### src/rtl/tring_pkg.sv
package tring_pkg;

    typedef enum logic [2:0] {
        ST_IDLE,
        ST_WAIT,
        ST_HOLD,
        ST_LOAD,
        ST_SHIFT,
        ST_DONE,
        ST_PASS
    } seq_state_t;

    typedef enum logic [1:0] {
        PH_ADDR,
        PH_LEN,
        PH_DATA
    } msg_phase_t;

endpackage

### src/rtl/tring_tok_edge.sv
module tring_tok_edge (
    input  logic clk,
    input  logic rst_n,
    input  logic tok_in,
    output logic tok_rise
);
    logic tok_q;

    always_ff @(posedge clk) begin
        if (!rst_n) tok_q <= 1'b0;
        else        tok_q <= tok_in;
    end

    // A token is a 0->1 transition; a level held high counts once.
    assign tok_rise = tok_in & ~tok_q;
endmodule

### src/rtl/tring_frame_tx.sv
module tring_frame_tx #(
    parameter int BYTE_W      = 8,
    parameter int CLK_PER_BIT = 4
) (
    input  logic              clk,
    input  logic              rst_n,
    input  logic              start,
    input  logic [BYTE_W-1:0] din,
    output logic              done,
    output logic              line
);
    localparam int FRAME_BITS = BYTE_W + 3;
    localparam int CNT_W      = $clog2(FRAME_BITS);
    localparam int DIV_W      = $clog2(CLK_PER_BIT + 1);

    logic [FRAME_BITS-1:0] shreg;
    logic [CNT_W-1:0]      bit_idx;
    logic [DIV_W-1:0]      div;
    logic                  busy_q;
    logic                  tick;
    logic                  last_bit;

    assign tick     = (div == DIV_W'(CLK_PER_BIT - 1));
    assign last_bit = (bit_idx == CNT_W'(FRAME_BITS - 1));
    assign done     = busy_q & tick & last_bit;
    assign line     = busy_q ? shreg[0] : 1'b1;

    always_ff @(posedge clk) begin
        if (!rst_n) begin
            shreg   <= '1;
            bit_idx <= '0;
            div     <= '0;
            busy_q  <= 1'b0;
        end else if (start && !busy_q) begin
            // stop, even parity, data (LSB shifted first), start
            shreg   <= {1'b1, ^din, din, 1'b0};
            bit_idx <= '0;
            div     <= '0;
            busy_q  <= 1'b1;
        end else if (busy_q) begin
            if (tick) begin
                div <= '0;
                if (last_bit) begin
                    busy_q <= 1'b0;
                end else begin
                    shreg   <= {1'b1, shreg[FRAME_BITS-1:1]};
                    bit_idx <= bit_idx + CNT_W'(1);
                end
            end else begin
                div <= div + DIV_W'(1);
            end
        end
    end
endmodule

### src/rtl/tring_msg_track.sv
module tring_msg_track
    import tring_pkg::*;
#(
    parameter int BYTE_W = 8
) (
    input  logic              clk,
    input  logic              rst_n,
    input  logic              clear,
    input  logic              accept,
    input  logic [BYTE_W-1:0] din,
    input  logic              sent,
    output logic              last_byte
);
    msg_phase_t        phase;
    logic [BYTE_W-1:0] rem;

    always_ff @(posedge clk) begin
        if (!rst_n || clear) begin
            phase <= PH_ADDR;
            rem   <= '0;
        end else begin
            if (accept && phase == PH_LEN)       rem <= din;
            else if (accept && phase == PH_DATA) rem <= rem - BYTE_W'(1);
            if (sent) begin
                unique case (phase)
                    PH_ADDR: phase <= PH_LEN;
                    PH_LEN:  phase <= PH_DATA;
                    default: phase <= PH_DATA;
                endcase
            end
        end
    end

    // After the length byte, the message ends once no data bytes remain.
    assign last_byte = (phase != PH_ADDR) && (rem == '0);
endmodule

### src/rtl/tring_tx_ctrl.sv
module tring_tx_ctrl
    import tring_pkg::*;
#(
    parameter int BYTE_W      = 8,
    parameter int CLK_PER_BIT = 4,
    parameter bit HOLDER      = 1'b0
) (
    input  logic              clk,
    input  logic              rst_n,
    input  logic              send_req,
    output logic              tok_req,
    input  logic [BYTE_W-1:0] src_data,
    input  logic              src_valid,
    output logic              src_ready,
    input  logic              tok_in,
    output logic              tok_out,
    output logic              tx_line,
    output logic              send_done
);
    localparam seq_state_t RESET_ST = HOLDER ? ST_HOLD : ST_IDLE;

    seq_state_t state_q, state_d;
    logic tok_rise;
    logic fr_done;
    logic accept;
    logic last_byte;
    logic trk_clear;

    tring_tok_edge u_edge (
        .clk      (clk),
        .rst_n    (rst_n),
        .tok_in   (tok_in),
        .tok_rise (tok_rise)
    );

    tring_frame_tx #(
        .BYTE_W      (BYTE_W),
        .CLK_PER_BIT (CLK_PER_BIT)
    ) u_frame (
        .clk   (clk),
        .rst_n (rst_n),
        .start (accept),
        .din   (src_data),
        .done  (fr_done),
        .line  (tx_line)
    );

    tring_msg_track #(
        .BYTE_W (BYTE_W)
    ) u_track (
        .clk       (clk),
        .rst_n     (rst_n),
        .clear     (trk_clear),
        .accept    (accept),
        .din       (src_data),
        .sent      (fr_done),
        .last_byte (last_byte)
    );

    // State register
    always_ff @(posedge clk) begin
        if (!rst_n) state_q <= RESET_ST;
        else        state_q <= state_d;
    end

    // Next state
    always_comb begin
        state_d = state_q;
        unique case (state_q)
            ST_IDLE: begin
                if (tok_rise)      state_d = send_req ? ST_LOAD : ST_PASS;
                else if (send_req) state_d = ST_WAIT;
            end
            ST_WAIT: begin
                if (tok_rise)       state_d = ST_LOAD;
                else if (!send_req) state_d = ST_IDLE;
            end
            ST_HOLD:  state_d = send_req ? ST_LOAD : ST_PASS;
            ST_LOAD:  if (src_valid) state_d = ST_SHIFT;
            ST_SHIFT: if (fr_done) state_d = last_byte ? ST_DONE : ST_LOAD;
            ST_DONE:  state_d = ST_PASS;
            ST_PASS:  state_d = ST_IDLE;
            default:  state_d = ST_IDLE;
        endcase
    end

    // Outputs
    always_comb begin
        tok_req   = (state_q == ST_WAIT);
        src_ready = (state_q == ST_LOAD);
        send_done = (state_q == ST_DONE);
        tok_out   = (state_q == ST_PASS);
        accept    = src_ready & src_valid;
        trk_clear = (state_q == ST_PASS);
    end
endmodule

### config.mk
export PLATFORM = sky130hd
export DESIGN_NAME = tring_tx_ctrl
export DESIGN_NICKNAME = d
export VERILOG_FILES = /design/src/rtl/tring_pkg.sv /design/src/rtl/tring_tok_edge.sv /design/src/rtl/tring_frame_tx.sv /design/src/rtl/tring_msg_track.sv /design/src/rtl/tring_tx_ctrl.sv
export SDC_FILE = /design/constraint.sdc
export NUM_CORES = 1
export LEC_CHECK = 0
export CORE_MARGIN = 2
export CORE_UTILIZATION = 45
export DETAILED_ROUTE_END_ITERATION = 7
export DONT_BUFFER_PORTS = 1
export GPL_ROUTABILITY_DRIVEN = 0
export PLACE_DENSITY = 0.66
export SLEW_MARGIN = 20
export SYNTH_ARGS = -nofsm -noshare
export SYNTH_HDL_FRONTEND = slang
export SYNTH_SLANG_ARGS = --single-unit
export TNS_END_PERCENT = 50
### constraint.sdc
create_clock -name clk -period 1.7 [get_ports clk]
set_input_delay 0.34 -clock clk [delete_from_list [all_inputs] [get_ports clk]]
set_output_delay 0.34 -clock clk [all_outputs]
set_load 0.05 [all_outputs]
# After elaboration in Yosys (flattened, before gate mapping)
# Index checks and enable logic that the tools add are counted.
# totals
inputBits,13
out_inout_bits,5
ff_bits,32
elab_cells,74
# classes
mux,22
eq_ne,15
addsub,3
reduce_logical,19
bitwise_logic,7
# op_table
operator,n
$mux 10,4
$mux 3,9
$pmux 3 s6,1
$mux 8,2
$eq 3x2->1 const B,3
$eq 3x3->1 const B,3
$logic_not 8->1,1
$reduce_bool 2->1,4
$reduce_xor 8->1,1
$sub 8x1->8 const B,1
$ne 2x2->1 const B,3
$reduce_and 3->1,2
$mux 1,5
$add 4x1->4 const B,1
$and 1x1->1,4
$eq 4x4->1 const B,1
$logic_and 1x1->1,4
$reduce_and 4->1,1
$add 3x1->3 const B,1
$eq 3x1->1 const B,1
$logic_not 3->1,1
$ne 3x2->1 const B,1
$ne 3x3->1 const B,1
$not 1->1,3
other kinds (7),8

# Depth between registers and ports, before layout
# depth
word_depth,5
ltp_mapped,7
depth_no_buf,6

# Cells and area by module
# Synthesis repeated with hierarchy kept, for this count alone.
# hier_totals
hier_cells,228
area_unflattened_um2,1945.6
# by_module_without_submodules
module,n_inst,area_each_um2,cells_per_inst,seq_area_each_um2
tring_frame_tx,1,888.4,99,360.3
tring_msg_track,1,718.2,87,200.2
tring_tx_ctrl,1,299.0,39,60.1
tring_tok_edge,1,40.0,3,20.0

# Worst setup path before layout
# Ideal clock, no wire load.
# synth_path
kind,reg-to-output
from,register state_q[0]
to,output send_done
t_required_ps,1360
stages_incl_launch_ff,3
path_buffers,1
arrival_time_ps,1867
path_slack_ps,-507
cell_sequence,dfxtp_1 > clkbuf_1 > nor3b_1
# synth_via
elab_chain_cells,1
# synth_rtl
item,line,rtl
"start, declared",tring_tx_ctrl.sv:22,"seq_state_t state_q, state_d;"
"start signal, assigned",tring_tx_ctrl.sv:63,else state_q <= state_d;
$eq 3x3->1,tring_tx_ctrl.sv:91,send_done = (state_q == ST_DONE);
"end, declared",tring_tx_ctrl.sv:18,output logic send_done
# Every way passes these cells.

# Final worst setup path
# Ends and elaborated chain as after synthesis.

==> impl_metrics.toml <==
[clock_network]
cts_tree = "yes"
cts-hold-fix-buffers = 0
cts_buffer_depth = 2
cts_root_buf = "clkbuf_8"
clk_pin_slew_worst_paths_ns = 0.07
cts_made_buffers = 5
cts_max_level = 2
clkLatencyLatePin_ns = 0.29
cts_sinks = 32
postCtsSetupBuffers = 0

[critical_path]
reg2reg_from = "u_track.rem[0]"
slowest_delay_ns = 0.40
cp_top_family = "buffers and inverters"
cpMostUsedCell = "buf_4"
critPathKind = "reg -> out"
cp_data_arrival_time_ns = 1.28
crit_start = "state_q[0]"
critPathSlowestCell = "dfxtp_2"
worst_setup_path_start_kind = "flip-flop"
cp_max_fo = 10
crit_chain = "buf_4, nor3b_2, buf_4"
endpoint_kind = "output pin"
worst-endpoint-required_ns = 1.36
cp.buffers_inverters = 2

[die]
die_area_um2 = 4600
rows = 23
die_w_um = 67.8
core_area_um2 = 3970
ios = 18
dieHeight_um = 67.8
initial_core_util = 0.461

[synthesis]
synth.area.top_cells = "dfxtp_1 35%, o21ai_0 5.5%, a221oi_1 4.8%, xnor2_1 4.3%, a21oi_1 3.8%"
ys_seq_area_frac = 0.350
synth_seq_cells = 32
async_flop_share = 0
synth_edf_count = 0
ys.flop_type = "dfxtp_1"
ys_warn_count = 0
synth_area_leader_cell = "dfxtp_1"
synth_area_um2 = 1830
synth.avg_cell_area_um2 = 8.21
syn_inst = 223
syn_nets = 241
ys_types = 47
synth_top_area_frac = 0.350

[job]
maxCapViolations = 0

[layout]
design_area_um2 = 2080
area_growth_pct = 13.6
n_antenna_cell = 0
nets = 254
drive_gt1_frac = 0.152
final_util = 0.524

[detailed_routing]
vias = 1607
drt-pass1-iter-count = 4
drtIter0Drc = 112
drt.antenna.violating_nets = 0
wirelength_um = 4090
drt-wirelength-per-cell_um = 14.3
drc = 0
viasPerCell = 5.60

[power]
total_power_uw = 2130
vdd_drop_max_v = 0.000605
p_leak_uw = 0.000826
p_per_area_nw_per_um2 = 1020

[global_routing]
grt_overflow = 0
grt_pass1_vias = 1492
track_usage = 0.195
antenna_found_initial = 0
grt_max_degree = 14
grt_pass1_wl_um = 6690

[timing]
maxSlewViolCount = 0
max_slew_margin = 0.650
max_freq_mhz = 619
whs_ns = 0.136
skew_ns = 0.00763
tightestPinTransition_ns = 0.528
setup_viol = 0
post-route-min-period_ns = 1.62
rsz0062_at_grt = "true"
timing.final.crit_share = 0.950
final_hold_viol_count = 0
fin_ws_ns = 0.0842

[placed_design]
hpwl_um = 3040
dpl-instance-area_um2 = 1960
port_buffers = 0
place_ws_ns = 0.104

[min_path]
hold_path.class = "in -> reg"
min_from = "rst_n"

[status]
run_status = "finished clean"
worst register-to-register path: stages (launching register included):
cell      delay (ns)
dfxtp_1         0.35
inv_2           0.09
ha_2            0.19
nand2b_1        0.08
or4_1           0.43
o31a_1          0.25
o22ai_1         0.15
worst paths after layout:
kind	end	slack (ns)	cells past startpoint
min	u_frame.shreg[0]	0.14	1
min reg2reg	u_frame.div[2]	0.45	2
max	send_done	0.08	3
max reg2reg	u_track.rem[6]	0.10	6
where the power goes:
group | switching, µW | internal, µW | total, µW | leakage, µW
Sequential | 43.7 | 804 | 848 | 0.000260
Combinational | 306 | 254 | 559 | 0.000511
Clock | 290 | 435 | 725 | 0.0000552
Total | 640 | 1490 | 2130 | 0.000826
cells in the final DEF, fill, tap and decap left out, types with 2 or more instances in the layout:
master,count
mux2i_1,3
and2_1,3
a21oi_1,14
nand3b_1,2
nand2_1,15
a22oi_1,2
clkbuf_8,5
or3_1,2
nand2b_1,9
o21a_1,2
dfxtp_1,31
o21ai_0,20
a221oi_1,10
buf_4,16
nor2b_1,3
nor2_2,2
and3b_1,3
ha_1,4
nor3b_1,2
inv_2,2
o22ai_1,2
or4_1,3
and3_1,3
nand4_1,2
xnor2_1,9
nor2_1,14
a211oi_1,4
xor2_1,3
a31oi_1,2
nor3_1,4
nand3_1,7
inv_1,11
timing repair:
| action | CTS | global route |
|---|---|---|
| setup endpoints to repair | 1 | 5 |
| gates resized for setup | 1 | 7 |
| gates cloned | 0 | 0 |
Yosys cell counts, drive strengths merged, types with 2 or more instances:
master	instances
dfxtp	32
o21ai	21
nor2	16
nand2	15
a21oi	14
inv	13
a221oi	10
nand2b	10
xnor2	9
nand3	7
buf	5
clkbuf	5
ha	5
a211oi	4
and2	4
nor2b	4
nor3	4
and3	3
and3b	3
mux2i	3
nor3b	3
or4	3
xor2	3
a22oi	2
a31oi	2
nand3b	2
nand4	2
o21a	2
o22ai	2
or3	2
registers in the layout (all words and copies together), names as in the netlist:
name,cells
u_frame.busy_q,1
state_q,3
u_frame.div,3
u_track.rem,8
u_edge.tok_q,1
u_frame.bit_idx,4
u_frame.shreg,10
u_track.phase,2
metal layers:
metal | vias to the layer above | global-route usage | share of wire
met1 | 738 | 0.251 | 0.47
met2 | 30 | 0.308 | 0.47
li1 | 831 | - | -
met5 | - | 0 | 0
met4 | 0 | 0.0875 | 0.017
met3 | 8 | 0.0483 | 0.037
stage by stage:
step           std cells  setup TNS [ns]
2_1_floorplan        223         -0.0206
3_3_place_gp         279               0
3_5_place_dp         279               0
4_1_cts              287               0
5_1_grt              287         -0.0473
6_report             287               0
cells by family after synthesis:
group                    after synthesis  synth area share
XOR/XNOR                              12            0.0574
adder cells (fa/ha/maj)                5            0.0342
buffers and inverters                 24            0.0628
flip-flops                            32             0.350
multiplexers                           4            0.0225
AND/OR/NAND/NOR                       84             0.259
AO/OA/AOI/OAI                         62             0.214
cell type report:
class                           count  area (µm²)
Fill cell                         386        1890
Multi-Input combinational cell    167        1100
Sequential cell                    32         642
Timing Repair Buffer               16         120
Clock buffer                        6        72.6
Tap cell                           50        62.6
Inverter                           14        52.6
Clock inverter                      2        35.0
No activity file was read; power rests on OpenSTA's default activity.
